**src/rtl/io_sel_pkg.sv**
```systemverilog
package io_sel_pkg;
  localparam int SC_W    = 3;
  localparam int SC_LSB  = 2;
  localparam int MASK_W  = 32;
  localparam int ID_W    = 16;
  localparam int NR_W    = 16;
  localparam int PARM_W  = 32;
  localparam int WORD_W  = 32;
  localparam int NUM_SC  = 1 << SC_W;

  typedef struct packed {
    logic [ID_W-1:0]   sch_id;
    logic [NR_W-1:0]   sch_nr;
    logic [PARM_W-1:0] parm;
    logic [WORD_W-1:0] word;
  } io_ent_t;

  function automatic logic [SC_W-1:0] word_sc(input logic [WORD_W-1:0] w);
    return w[SC_LSB +: SC_W];
  endfunction
endpackage

```
**src/rtl/io_rst_sync.sv**
```systemverilog
module io_rst_sync #(
  parameter int STAGES = 2
) (
  input  logic clk,
  input  logic rst_n,
  output logic rst_n_sync
);
  logic [STAGES-1:0] sync_q;
  logic [STAGES-1:0] sync_d;

  always_comb begin
    sync_d = {sync_q[STAGES-2:0], 1'b1};
  end

  always_ff @(posedge clk or negedge rst_n) begin
    if (!rst_n) sync_q <= '0;
    else        sync_q <= sync_d;
  end

  assign rst_n_sync = sync_q[STAGES-1];
endmodule

```
**src/rtl/io_sc_stack.sv**
```systemverilog
module io_sc_stack
  import io_sel_pkg::*;
#(
  parameter int DEPTH = 4
) (
  input  logic    clk,
  input  logic    rst_n,
  input  logic    push_i,
  input  logic    pop_i,
  input  io_ent_t din_i,
  output io_ent_t top_o,
  output logic    nonempty_o,
  output logic    drop_o
);
  localparam int CNT_W = $clog2(DEPTH + 1);
  localparam int IDX_W = (DEPTH > 1) ? $clog2(DEPTH) : 1;
  localparam logic [CNT_W-1:0] FULL_CNT = CNT_W'(DEPTH);

  logic [CNT_W-1:0] cnt_q, cnt_d, cnt_m1;
  io_ent_t          mem_q [DEPTH];
  logic             wr_en;
  logic [IDX_W-1:0] wr_idx, top_idx;
  logic             full, empty, pop_ok;

  always_comb begin
    full    = (cnt_q == FULL_CNT);
    empty   = (cnt_q == '0);
    cnt_m1  = cnt_q - 1'b1;
    top_idx = cnt_m1[IDX_W-1:0];
    pop_ok  = pop_i && !empty;
    cnt_d   = cnt_q;
    wr_en   = 1'b0;
    wr_idx  = '0;
    drop_o  = 1'b0;
    if (pop_ok && push_i) begin
      // served slot is reused by the incoming entry
      wr_en  = 1'b1;
      wr_idx = top_idx;
    end else if (pop_ok) begin
      cnt_d = cnt_m1;
    end else if (push_i) begin
      if (full) begin
        drop_o = 1'b1;
      end else begin
        wr_en  = 1'b1;
        wr_idx = cnt_q[IDX_W-1:0];
        cnt_d  = cnt_q + 1'b1;
      end
    end
  end

  always_ff @(posedge clk or negedge rst_n) begin
    if (!rst_n) cnt_q <= '0;
    else        cnt_q <= cnt_d;
  end

  always_ff @(posedge clk) begin
    if (wr_en) mem_q[wr_idx] <= din_i;
  end

  assign top_o      = empty ? '0 : mem_q[top_idx];
  assign nonempty_o = !empty;
endmodule

```
**src/rtl/io_sc_arbiter.sv**
```systemverilog
module io_sc_arbiter
  import io_sel_pkg::*;
#(
  parameter int NSC = NUM_SC
) (
  input  logic [NSC-1:0]    nonempty_i,
  input  logic [WORD_W-1:0] top_word_i [NSC],
  input  logic [MASK_W-1:0] en_mask_i,
  output logic [NSC-1:0]    grant_o,
  output logic              hit_o
);
  logic [NSC-1:0] elig;

  for (genvar g = 0; g < NSC; g++) begin : g_elig
    logic [SC_W-1:0] sc;
    assign sc      = word_sc(top_word_i[g]);
    assign elig[g] = nonempty_i[g] && en_mask_i[(MASK_W - 1) - int'(sc)];
  end

  always_comb begin
    grant_o = '0;
    hit_o   = 1'b0;
    for (int i = 0; i < NSC; i++) begin
      if (elig[i] && !hit_o) begin
        grant_o[i] = 1'b1;
        hit_o      = 1'b1;
      end
    end
  end
endmodule

```
**src/rtl/io_irq_selector.sv**
```systemverilog
module io_irq_selector
  import io_sel_pkg::*;
#(
  parameter int DEPTH = 4
) (
  input  logic              clk,
  input  logic              rst_n,
  input  logic              push_vld,
  input  logic [ID_W-1:0]   push_id,
  input  logic [NR_W-1:0]   push_nr,
  input  logic [PARM_W-1:0] push_parm,
  input  logic [WORD_W-1:0] push_word,
  input  logic              svc_req,
  input  logic              io_mask_en,
  input  logic [MASK_W-1:0] en_mask,
  output logic              dlv_vld,
  output logic [ID_W-1:0]   dlv_id,
  output logic [NR_W-1:0]   dlv_nr,
  output logic [PARM_W-1:0] dlv_parm,
  output logic [WORD_W-1:0] dlv_word,
  output logic              io_pending,
  output logic              push_ovf,
  output logic              svc_err
);
  logic            rst_n_i;
  io_ent_t         push_ent;
  logic [SC_W-1:0] push_sc;
  logic [NUM_SC-1:0] st_push, st_pop, st_nonempty, st_drop, grant;
  io_ent_t         st_top [NUM_SC];
  logic [WORD_W-1:0] st_word [NUM_SC];
  logic            hit, svc_ok;
  io_ent_t         sel_ent;

  logic    dlv_vld_q, dlv_vld_d;
  io_ent_t dlv_ent_q;
  logic    dlv_ld;
  logic    ovf_q, ovf_d, err_q, err_d;

  io_rst_sync #(.STAGES(2)) u_rst (
    .clk        (clk),
    .rst_n      (rst_n),
    .rst_n_sync (rst_n_i)
  );

  always_comb begin
    push_ent = '{sch_id: push_id, sch_nr: push_nr, parm: push_parm, word: push_word};
    push_sc  = word_sc(push_word);
    svc_ok   = svc_req && io_mask_en;
  end

  for (genvar g = 0; g < NUM_SC; g++) begin : g_stk
    assign st_push[g] = push_vld && (push_sc == SC_W'(g));
    assign st_pop[g]  = svc_ok && grant[g];
    assign st_word[g] = st_top[g].word;

    io_sc_stack #(.DEPTH(DEPTH)) u_stk (
      .clk        (clk),
      .rst_n      (rst_n_i),
      .push_i     (st_push[g]),
      .pop_i      (st_pop[g]),
      .din_i      (push_ent),
      .top_o      (st_top[g]),
      .nonempty_o (st_nonempty[g]),
      .drop_o     (st_drop[g])
    );
  end

  io_sc_arbiter #(.NSC(NUM_SC)) u_arb (
    .nonempty_i (st_nonempty),
    .top_word_i (st_word),
    .en_mask_i  (en_mask),
    .grant_o    (grant),
    .hit_o      (hit)
  );

  always_comb begin
    sel_ent = '0;
    for (int i = 0; i < NUM_SC; i++) begin
      if (grant[i]) sel_ent = sel_ent | st_top[i];
    end
    dlv_vld_d = svc_ok && hit;
    dlv_ld    = dlv_vld_d;
    err_d     = svc_req && !io_mask_en;
    ovf_d     = |st_drop;
  end

  always_ff @(posedge clk or negedge rst_n_i) begin
    if (!rst_n_i) begin
      dlv_vld_q <= 1'b0;
      ovf_q     <= 1'b0;
      err_q     <= 1'b0;
    end else begin
      dlv_vld_q <= dlv_vld_d;
      ovf_q     <= ovf_d;
      err_q     <= err_d;
    end
  end

  always_ff @(posedge clk or negedge rst_n_i) begin
    if (!rst_n_i)    dlv_ent_q <= '0;
    else if (dlv_ld) dlv_ent_q <= sel_ent;
  end

  assign dlv_vld    = dlv_vld_q;
  assign dlv_id     = dlv_ent_q.sch_id;
  assign dlv_nr     = dlv_ent_q.sch_nr;
  assign dlv_parm   = dlv_ent_q.parm;
  assign dlv_word   = dlv_ent_q.word;
  assign io_pending = |st_nonempty;
  assign push_ovf   = ovf_q;
  assign svc_err    = err_q;
endmodule

```
**config.mk**
```make
export PLATFORM = sky130hd
export DESIGN_NAME = io_irq_selector
export DESIGN_NICKNAME = d
export VERILOG_FILES = /design/src/rtl/io_sel_pkg.sv /design/src/rtl/io_rst_sync.sv /design/src/rtl/io_sc_stack.sv /design/src/rtl/io_sc_arbiter.sv /design/src/rtl/io_irq_selector.sv
export SDC_FILE = /design/constraint.sdc
export NUM_CORES = 2
export LEC_CHECK = 0
export CORE_ASPECT_RATIO = 0.6
export CORE_UTILIZATION = 38
export CTS_CLUSTER_DIAMETER = 80
export DETAILED_ROUTE_END_ITERATION = 6
export DONT_BUFFER_PORTS = 1
export HOLD_SLACK_MARGIN = 0.15
export SYNTH_ARGS = -nofsm -noshare
export SYNTH_HDL_FRONTEND = slang
export SYNTH_HIERARCHICAL = 1
export SYNTH_SLANG_ARGS = --single-unit
```
**constraint.sdc**
```tcl
create_clock -name clk -period 6.5 [get_ports clk]
set_input_delay 0.325 -clock clk [delete_from_list [all_inputs] [get_ports clk]]
set_output_delay 0.325 -clock clk [all_outputs]
set_load 0.05 [all_outputs]
```
After elaboration in Yosys (flattened, before gate mapping) --
Memory sizes are Yosys's and may differ from the RTL's. Index checks and enable logic that the tools add are counted.
Word-level totals: register bits 125, RAM bits 3072, input port bits 133, memories 8
Memories:
- g_stk[0].u_stk.mem_q | depth 4, bits a word 96, rd ports 1, clocked after memory_dff 0, wr ports 1, RTL line io_sc_stack.sv:20 | io_ent_t mem_q [DEPTH];
- g_stk[1].u_stk.mem_q | depth 4, bits a word 96, rd ports 1, clocked after memory_dff 0, wr ports 1, RTL line io_sc_stack.sv:20
- g_stk[2].u_stk.mem_q | depth 4, bits a word 96, rd ports 1, clocked after memory_dff 0, wr ports 1, RTL line io_sc_stack.sv:20
- g_stk[3].u_stk.mem_q | depth 4, bits a word 96, rd ports 1, clocked after memory_dff 0, wr ports 1, RTL line io_sc_stack.sv:20
- g_stk[4].u_stk.mem_q | depth 4, bits a word 96, rd ports 1, clocked after memory_dff 0, wr ports 1, RTL line io_sc_stack.sv:20
- g_stk[5].u_stk.mem_q | depth 4, bits a word 96, rd ports 1, clocked after memory_dff 0, wr ports 1, RTL line io_sc_stack.sv:20
- +2 memories
Operators by class: add/sub/neg operators 24, magnitude comparators 8, eq/ne operators 23, multiplexer cells 191, bitwise gates (word level) 15, reductions and logical operators 93
Operators with widths (number):
- $mux 96 | 16
- $or 96x96->96 | 7
- $lt 32x7->1 const B | 8
- $mux 1 | 111
- $mux 3 | 24
- $mux 2 | 32
- $logic_and 1x1->1 | 50
- $sub 5x3->6 const A | 8
- $bmux 1 s5 | 8
- $eq 3x3->1 const B | 12
- $logic_not 3->1 | 9
- $add 3x1->3 const B | 8
- $reduce_and 3->1 | 8
- $sub 3x1->3 const B | 8
- $logic_not 1->1 | 16
- $ne 2x2->1 const B | 8
- $reduce_bool 2->1 | 8
- $reduce_or 8->1 | 2
- $not 1->1 | 8
- $eq 3x2->1 const B | 2
- $eq 3x1->1 const B | 1

Depth between registers and ports, before layout --
An unclocked memory read counts as a cell.
depth in word-level cells 36, gate-level depth with buffers 24, mapped depth without buffers 16

Hierarchy --
The synthesis kept the hierarchy.
Modules (own cells, without submodules):
- io_sc_stack (g_stk[0].u_stk ...) | instances 5, cells an instance 655, area an instance 14841.7 um^2, seq. area each 11606.1 um^2
- io_sc_stack (g_stk[6].u_stk ...) | instances 2, cells an instance 660, area an instance 14859.3 um^2, seq. area each 11606.1 um^2
- io_sc_stack (g_stk[2].u_stk) | instances 1, cells an instance 657, area an instance 14810.5 um^2, seq. area each 11606.1 um^2
- io_irq_selector | instances 1, cells an instance 814, area an instance 7843.8 um^2, seq. area each 2477.4 um^2
- io_sc_arbiter | instances 1, cells an instance 73, area an instance 711.9 um^2, seq. area each 0.0 um^2
- io_rst_sync | instances 1, cells an instance 3, area an instance 53.8 um^2, seq. area each 50.0 um^2

Least setup slack after synthesis --
OpenSTA, ideal clock, no wires.
path kind register to register, from reg g_stk[0].u_stk.cnt_q[0], to mem g_stk[7].u_stk/mem_q[0][0] (netlist name) (enable), arrival time 13.349 ns, required time 5.713 ns, setup slack -7.636 ns, stages on the path, launching flop included 22, path buffers 8, period minus slack after synthesis 14.136 ns, path through dfrtp_1 buf_6 buf_4 inv_1 ha_1 buf_2 buf_2 mux4_2 and2_1 mux4_2 a2bb2oi_2 a22oi_4 nand3_4 nor4b_1 buf_2 buf_6 buf_6 and3_1 clkbuf_1 mux2i_1 and2_1 nor4_1
RTL lines:
- start, declared | RTL line io_sc_stack.sv:19 | logic [CNT_W-1:0] cnt_q, cnt_d, cnt_m1;
- start signal, assigned | RTL line io_sc_stack.sv:54 | else cnt_q <= cnt_d;
- end, declared | RTL line io_sc_stack.sv:20

Worst setup path in the final report --
from reg g_stk[5].u_stk.cnt_q[0], to mem g_stk[7].u_stk/mem_q[0][58] (netlist name) (enable)
Between the ends: elaborated cells on any way between the ends 27
RTL lines:
- start, declared | RTL line io_sc_stack.sv:19
- start signal, assigned | RTL line io_sc_stack.sv:54
- $logic_not 3->1 * | RTL line io_sc_stack.sv:27 | empty = (cnt_q == '0);
- $logic_not 1->1 * | RTL line io_sc_stack.sv:62 | assign nonempty_o = !empty;
- net st_nonempty[5] | RTL line io_irq_selector.sv:28 | logic [NUM_SC-1:0] st_push, st_pop, st_nonempty, st_drop, grant;
- $logic_and 1x1->1 * | RTL line io_sc_arbiter.sv:17 | assign elig[g] = nonempty_i[g] && en_mask_i[(MASK_W - 1) - int'(sc)];
- $logic_and 1x1->1 * | RTL line io_sc_arbiter.sv:24 | if (elig[i] && !hit_o) begin
- $mux 1 * | RTL line io_sc_arbiter.sv:24
- $logic_not 1->1 | RTL line io_sc_arbiter.sv:24
- $logic_and 1x1->1 | RTL line io_sc_arbiter.sv:24
- [4 not listed]
- net grant[7] | RTL line io_irq_selector.sv:28
- $logic_and 1x1->1 * | RTL line io_irq_selector.sv:53 | assign st_pop[g] = svc_ok && grant[g];
- net st_pop[7] | RTL line io_irq_selector.sv:28
- $logic_and 1x1->1 * | RTL line io_sc_stack.sv:30 | pop_ok = pop_i && !empty;
- $mux 1 or $logic_and 1x1->1 (tied branches) | RTL line io_sc_stack.sv:39, io_sc_stack.sv:35
- $mux 1 | RTL line io_sc_stack.sv:35 | if (pop_ok && push_i) begin
- $mux 1 | RTL line io_sc_stack.sv:58 | if (wr_en) mem_q[wr_idx] <= din_i;
- $mux 1 (implied by the code) | RTL line io_sc_stack.sv:58
The timed path passes the listed nets; every way through them passes the cells marked *. The select of a mux whose other input is x is not followed.

==> out/metrics.cfg <==
[yosys]
synthMuxAreaShare=0.1393
synth_xor_xnor_area_share=0.0006878
synth_area_per_cell_um2=20.73
area_of_the_mapped_netlist_um2=127300
async_flop_share=0.03910
compound_gate_fraction_of_synth_area=0.04064
flip_flop_and_latch_count_after_synthesis=3197
synth_enable_flop_cells=3072
dominant_combinational_cell_family_by_area_after_synthesis=multiplexers
syn_nets=6299
synth-adder-area-share=0.002358
synth_cell_type_count=58
syn-instance-count=6142
synth_sequential_area_ratio=0.7489
postSynth.topFlopCell=sky130_fd_sc_hd__edfxtp_1
synth-simple-area-share=0.04823
yosys_warnings=6

[drt]
dr.pass1.iters=7
routed-via-count=66340
route.detailed.drc=18
initialDrtViolationCount=10380
detail_route.vias_per_cell=5.985
drt-wirelength-per-cell_um=34.02
drt_wl_total_mm=377.2
antenna_left=0

[worst_setup_path]
worstPathArrival_ns=6.44
crit-reg2reg-launch=g_stk[5].u_stk/cnt_q[0]
worst_setup_path_end_kind=flop
timing.rr.end=g_stk[7].u_stk/mem_q[0][58]
setup.reg_to_reg.worst_slack_ns=0.58
crit_required_ns=7.02
critical_path_peak_fanout=45
crit_path_start_kind=flop
critical_path_class=reg2reg
r2r_cells=15

[clocking]
tritoncts_buffers=288
post_cts_buffers=0
clk_pin_slew_ns=0.07
tritoncts_sinks=3197
clockBufferDepth=4
insertion_delay_ns=0.89
cts_max_level=5
cts.root.buffer_cell=sky130_fd_sc_hd__clkbuf_16
cts_resized=0
cts_tree=done

[floorplanning]
die-area_um2=337500
die_height_um=450.4
core-area_um2=333000
i_o_pin_count=233
initial_core_util=0.3824
dieWidth_um=749.4
rows=164

[timing]
final.setup.tns_ns=0
final_period_minus_worst_setup_slack_ns=5.917
layout_worst_path_cycle_share=0.9103
slew_headroom=0.1503
unrepaired_setup_endpoints_after_global_routing=false
hold_viol=0
setup_violators_final=0
finalClockSkew_ns=0.06257
maxClockFrequency_ghz=0.1690
layout_setup_ws_ns=0.5828
timing_worst_slew_pin_value_ns=1.270
slew_viol_final=0

[layout]
final_area_um2=144500
finish.net_count=6518
final_layout_size_suffix_gt1_frac=0.2329
final_core_utilization=0.4340
area.growth.synth_to_final_pct=13.50

[power_and_ir_drop]
p_leak_nw=44.70
fin_total_pwr_mw=66.54
cellPowerDensity_nw_per_um2=460.4
max-vdd-ir-drop_mv=0.6765

[placed_design]
place_ws_ns=0.7347
post_dp_cell_area_um2=133700
portBuffers=0
hpwl_mm=198.1
gp_congestion=0.7694

[global_routing]
track_usage=0.2190
grt_pass1_vias=64930
grt_antenna_before_repair=41
global_route_wire_length_before_repair_mm=520.7
overflow_left_after_global_routing=0
largest_net_degree_at_the_start_of_global_routing=106

[run]
maxCapViolations=0

[status]
violations=DRC
run_status=finished, violations left

[worst_hold_path]
min_path_type=in2async

## cell families after synthesis
group | after synthesis
AOI/OAI and AO/OA | 616
xor gates and xnor gates | 10
adders and majority gates | 24
buffers and inverters | 442
DFF | 3197
muxes | 799
other | 1
and+or+nand+nor | 1053
## cell usage in the layout (no fill, tap or decap), types with 39 or more instances in the layout
cell / instances
sky130_fd_sc_hd__clkinv_2: 44
sky130_fd_sc_hd__a31oi_1: 98
sky130_fd_sc_hd__clkbuf_1: 78
sky130_fd_sc_hd__a221oi_1: 160
sky130_fd_sc_hd__nor2_1: 127
sky130_fd_sc_hd__clkbuf_16: 298
sky130_fd_sc_hd__dlygate4sd3_1: 102
sky130_fd_sc_hd__and2_1: 760
sky130_fd_sc_hd__buf_12: 121
sky130_fd_sc_hd__dfrtp_1: 116
sky130_fd_sc_hd__edfxtp_1: 3072
sky130_fd_sc_hd__mux4_2: 772
sky130_fd_sc_hd__a22o_1: 194
sky130_fd_sc_hd__inv_1: 39
sky130_fd_sc_hd__buf_4: 90
## cells in the mapped netlist (all sizes together), types with 6 or more instances
master / count / area [µm²]
mux2i: 17 / 170.2
o21ai: 28 / 140.1
clkbuf: 176 / 660.6
nor2b: 18 / 125.1
a21oi: 17 / 85.08
mux2: 6 / 67.56
o31ai: 12 / 90.09
a211oi: 10 / 75.07
xnor2: 10 / 87.58
ha: 24 / 300.3
o211ai: 18 / 148.9
a22o: 194 / 1699
buf: 208 / 1650
nand2b: 18 / 112.6
edfxtp: 3072 / 92250
a221oi: 194 / 1912
dfrtp: 125 / 3128
or4: 6 / 45.04
a32oi: 9 / 78.83
a31oi: 98 / 613.1
mux4: 776 / 17500
nand2: 38 / 142.6
nor2: 153 / 574.3
o21a: 9 / 67.56
and3: 14 / 87.58
o31a: 6 / 52.55
inv: 58 / 217.7
nand3: 8 / 52.55
nor3b: 7 / 52.55
and2: 771 / 4823
a221o: 6 / 66.31
nor4: 8 / 50.05
## critical path, cell delays in order (launching register included)
cell and delay, ns:
sky130_fd_sc_hd__dfrtp_4 0.77, sky130_fd_sc_hd__inv_2 0.15, sky130_fd_sc_hd__ha_4 0.22, sky130_fd_sc_hd__nor2b_2 0.20
sky130_fd_sc_hd__inv_6 0.43, sky130_fd_sc_hd__and2_4 0.30, sky130_fd_sc_hd__mux4_1 0.55, sky130_fd_sc_hd__nand2b_1 0.16
sky130_fd_sc_hd__o211ai_1 0.19, sky130_fd_sc_hd__nand2_1 0.21, sky130_fd_sc_hd__nor4b_4 0.47, sky130_fd_sc_hd__and3_4 0.37
sky130_fd_sc_hd__mux2i_4 0.12, sky130_fd_sc_hd__and2_4 0.18, sky130_fd_sc_hd__nor4_4 0.85, sky130_fd_sc_hd__buf_12 0.30
## through the flow
| stage | std cells | hold slack, ns |
|---|---|---|
| 2_1_floorplan | 6142 | 0.02941 |
| 3_3_place_gp | 10420 | 0.02947 |
| 3_5_place_dp | 10420 | 0.02947 |
| 4_1_cts | 11070 | 0.1578 |
| 5_1_grt | 11070 | 0.2230 |
| 6_report | 11090 | 0.2326 |
## final cells by class
type | count | area, µm²
diodes | 16 | 40.04
clock buffers | 392 | 7970
clock inverters | 124 | 1174
fillers | 28140 | 188500
inverters | 58 | 265.3
multi-input cells | 2503 | 29950
flip-flops and latches | 3197 | 95410
well taps | 4482 | 5608
repair buffers | 313 | 4119
## power breakdown
| group | switching (mW) | internal (mW) | total (mW) |
|---|---|---|---|
| registers | 2.05 | 23.4 | 25.5 |
| clock network | 7.60 | 9.44 | 17.0 |
| logic | 13.4 | 10.6 | 24.0 |
| total | 23.0 | 43.5 | 66.5 |
## per-layer routing
layer / vias to the layer above / global-route usage / share of wire
li1: 25800 / - / -
met1: 35860 / 0.3345 / 0.42
met2: 4089 / 0.3264 / 0.44
met3: 581 / 0.04136 / 0.11
met4: 16 / 0.04925 / 0.025
met5: - / 0 / 0.00029
## how the worst max path moves through the flow
stage	from	end	slack, ns	depth (start not counted)
2_1_floorplan	g_stk[0].u_stk/cnt_q[0]	g_stk[7].u_stk/mem_q[0][0]	-0.84	21
3_3_place_gp	g_stk[5].u_stk/cnt_q[0]	g_stk[7].u_stk/mem_q[0][67]	0.72	15
3_5_place_dp	g_stk[5].u_stk/cnt_q[0]	g_stk[7].u_stk/mem_q[0][71]	0.73	15
4_1_cts	g_stk[5].u_stk/cnt_q[0]	g_stk[7].u_stk/mem_q[0][58]	0.66	15
5_1_grt	g_stk[5].u_stk/cnt_q[0]	g_stk[7].u_stk/mem_q[0][58]	0.47	15
6_report	g_stk[5].u_stk/cnt_q[0]	g_stk[7].u_stk/mem_q[0][58]	0.58	15
## state kept, by name, indices dropped and copies added (netlist names)
name,flops
dlv_vld,1
u_rst/sync_q,2
g_stk.u_stk/cnt_q,24
dlv_word,32
push_ovf,1
dlv_parm,32
dlv_nr,16
dlv_id,16
svc_err,1
g_stk.u_stk/mem_q,3072
## what timing repair did
action,in CTS,in global routing
setup endpoints to repair,0,0
endpoints found under the hold margin,3124,0
hold buffers,132,0
(Power assumes the default switching activity.)
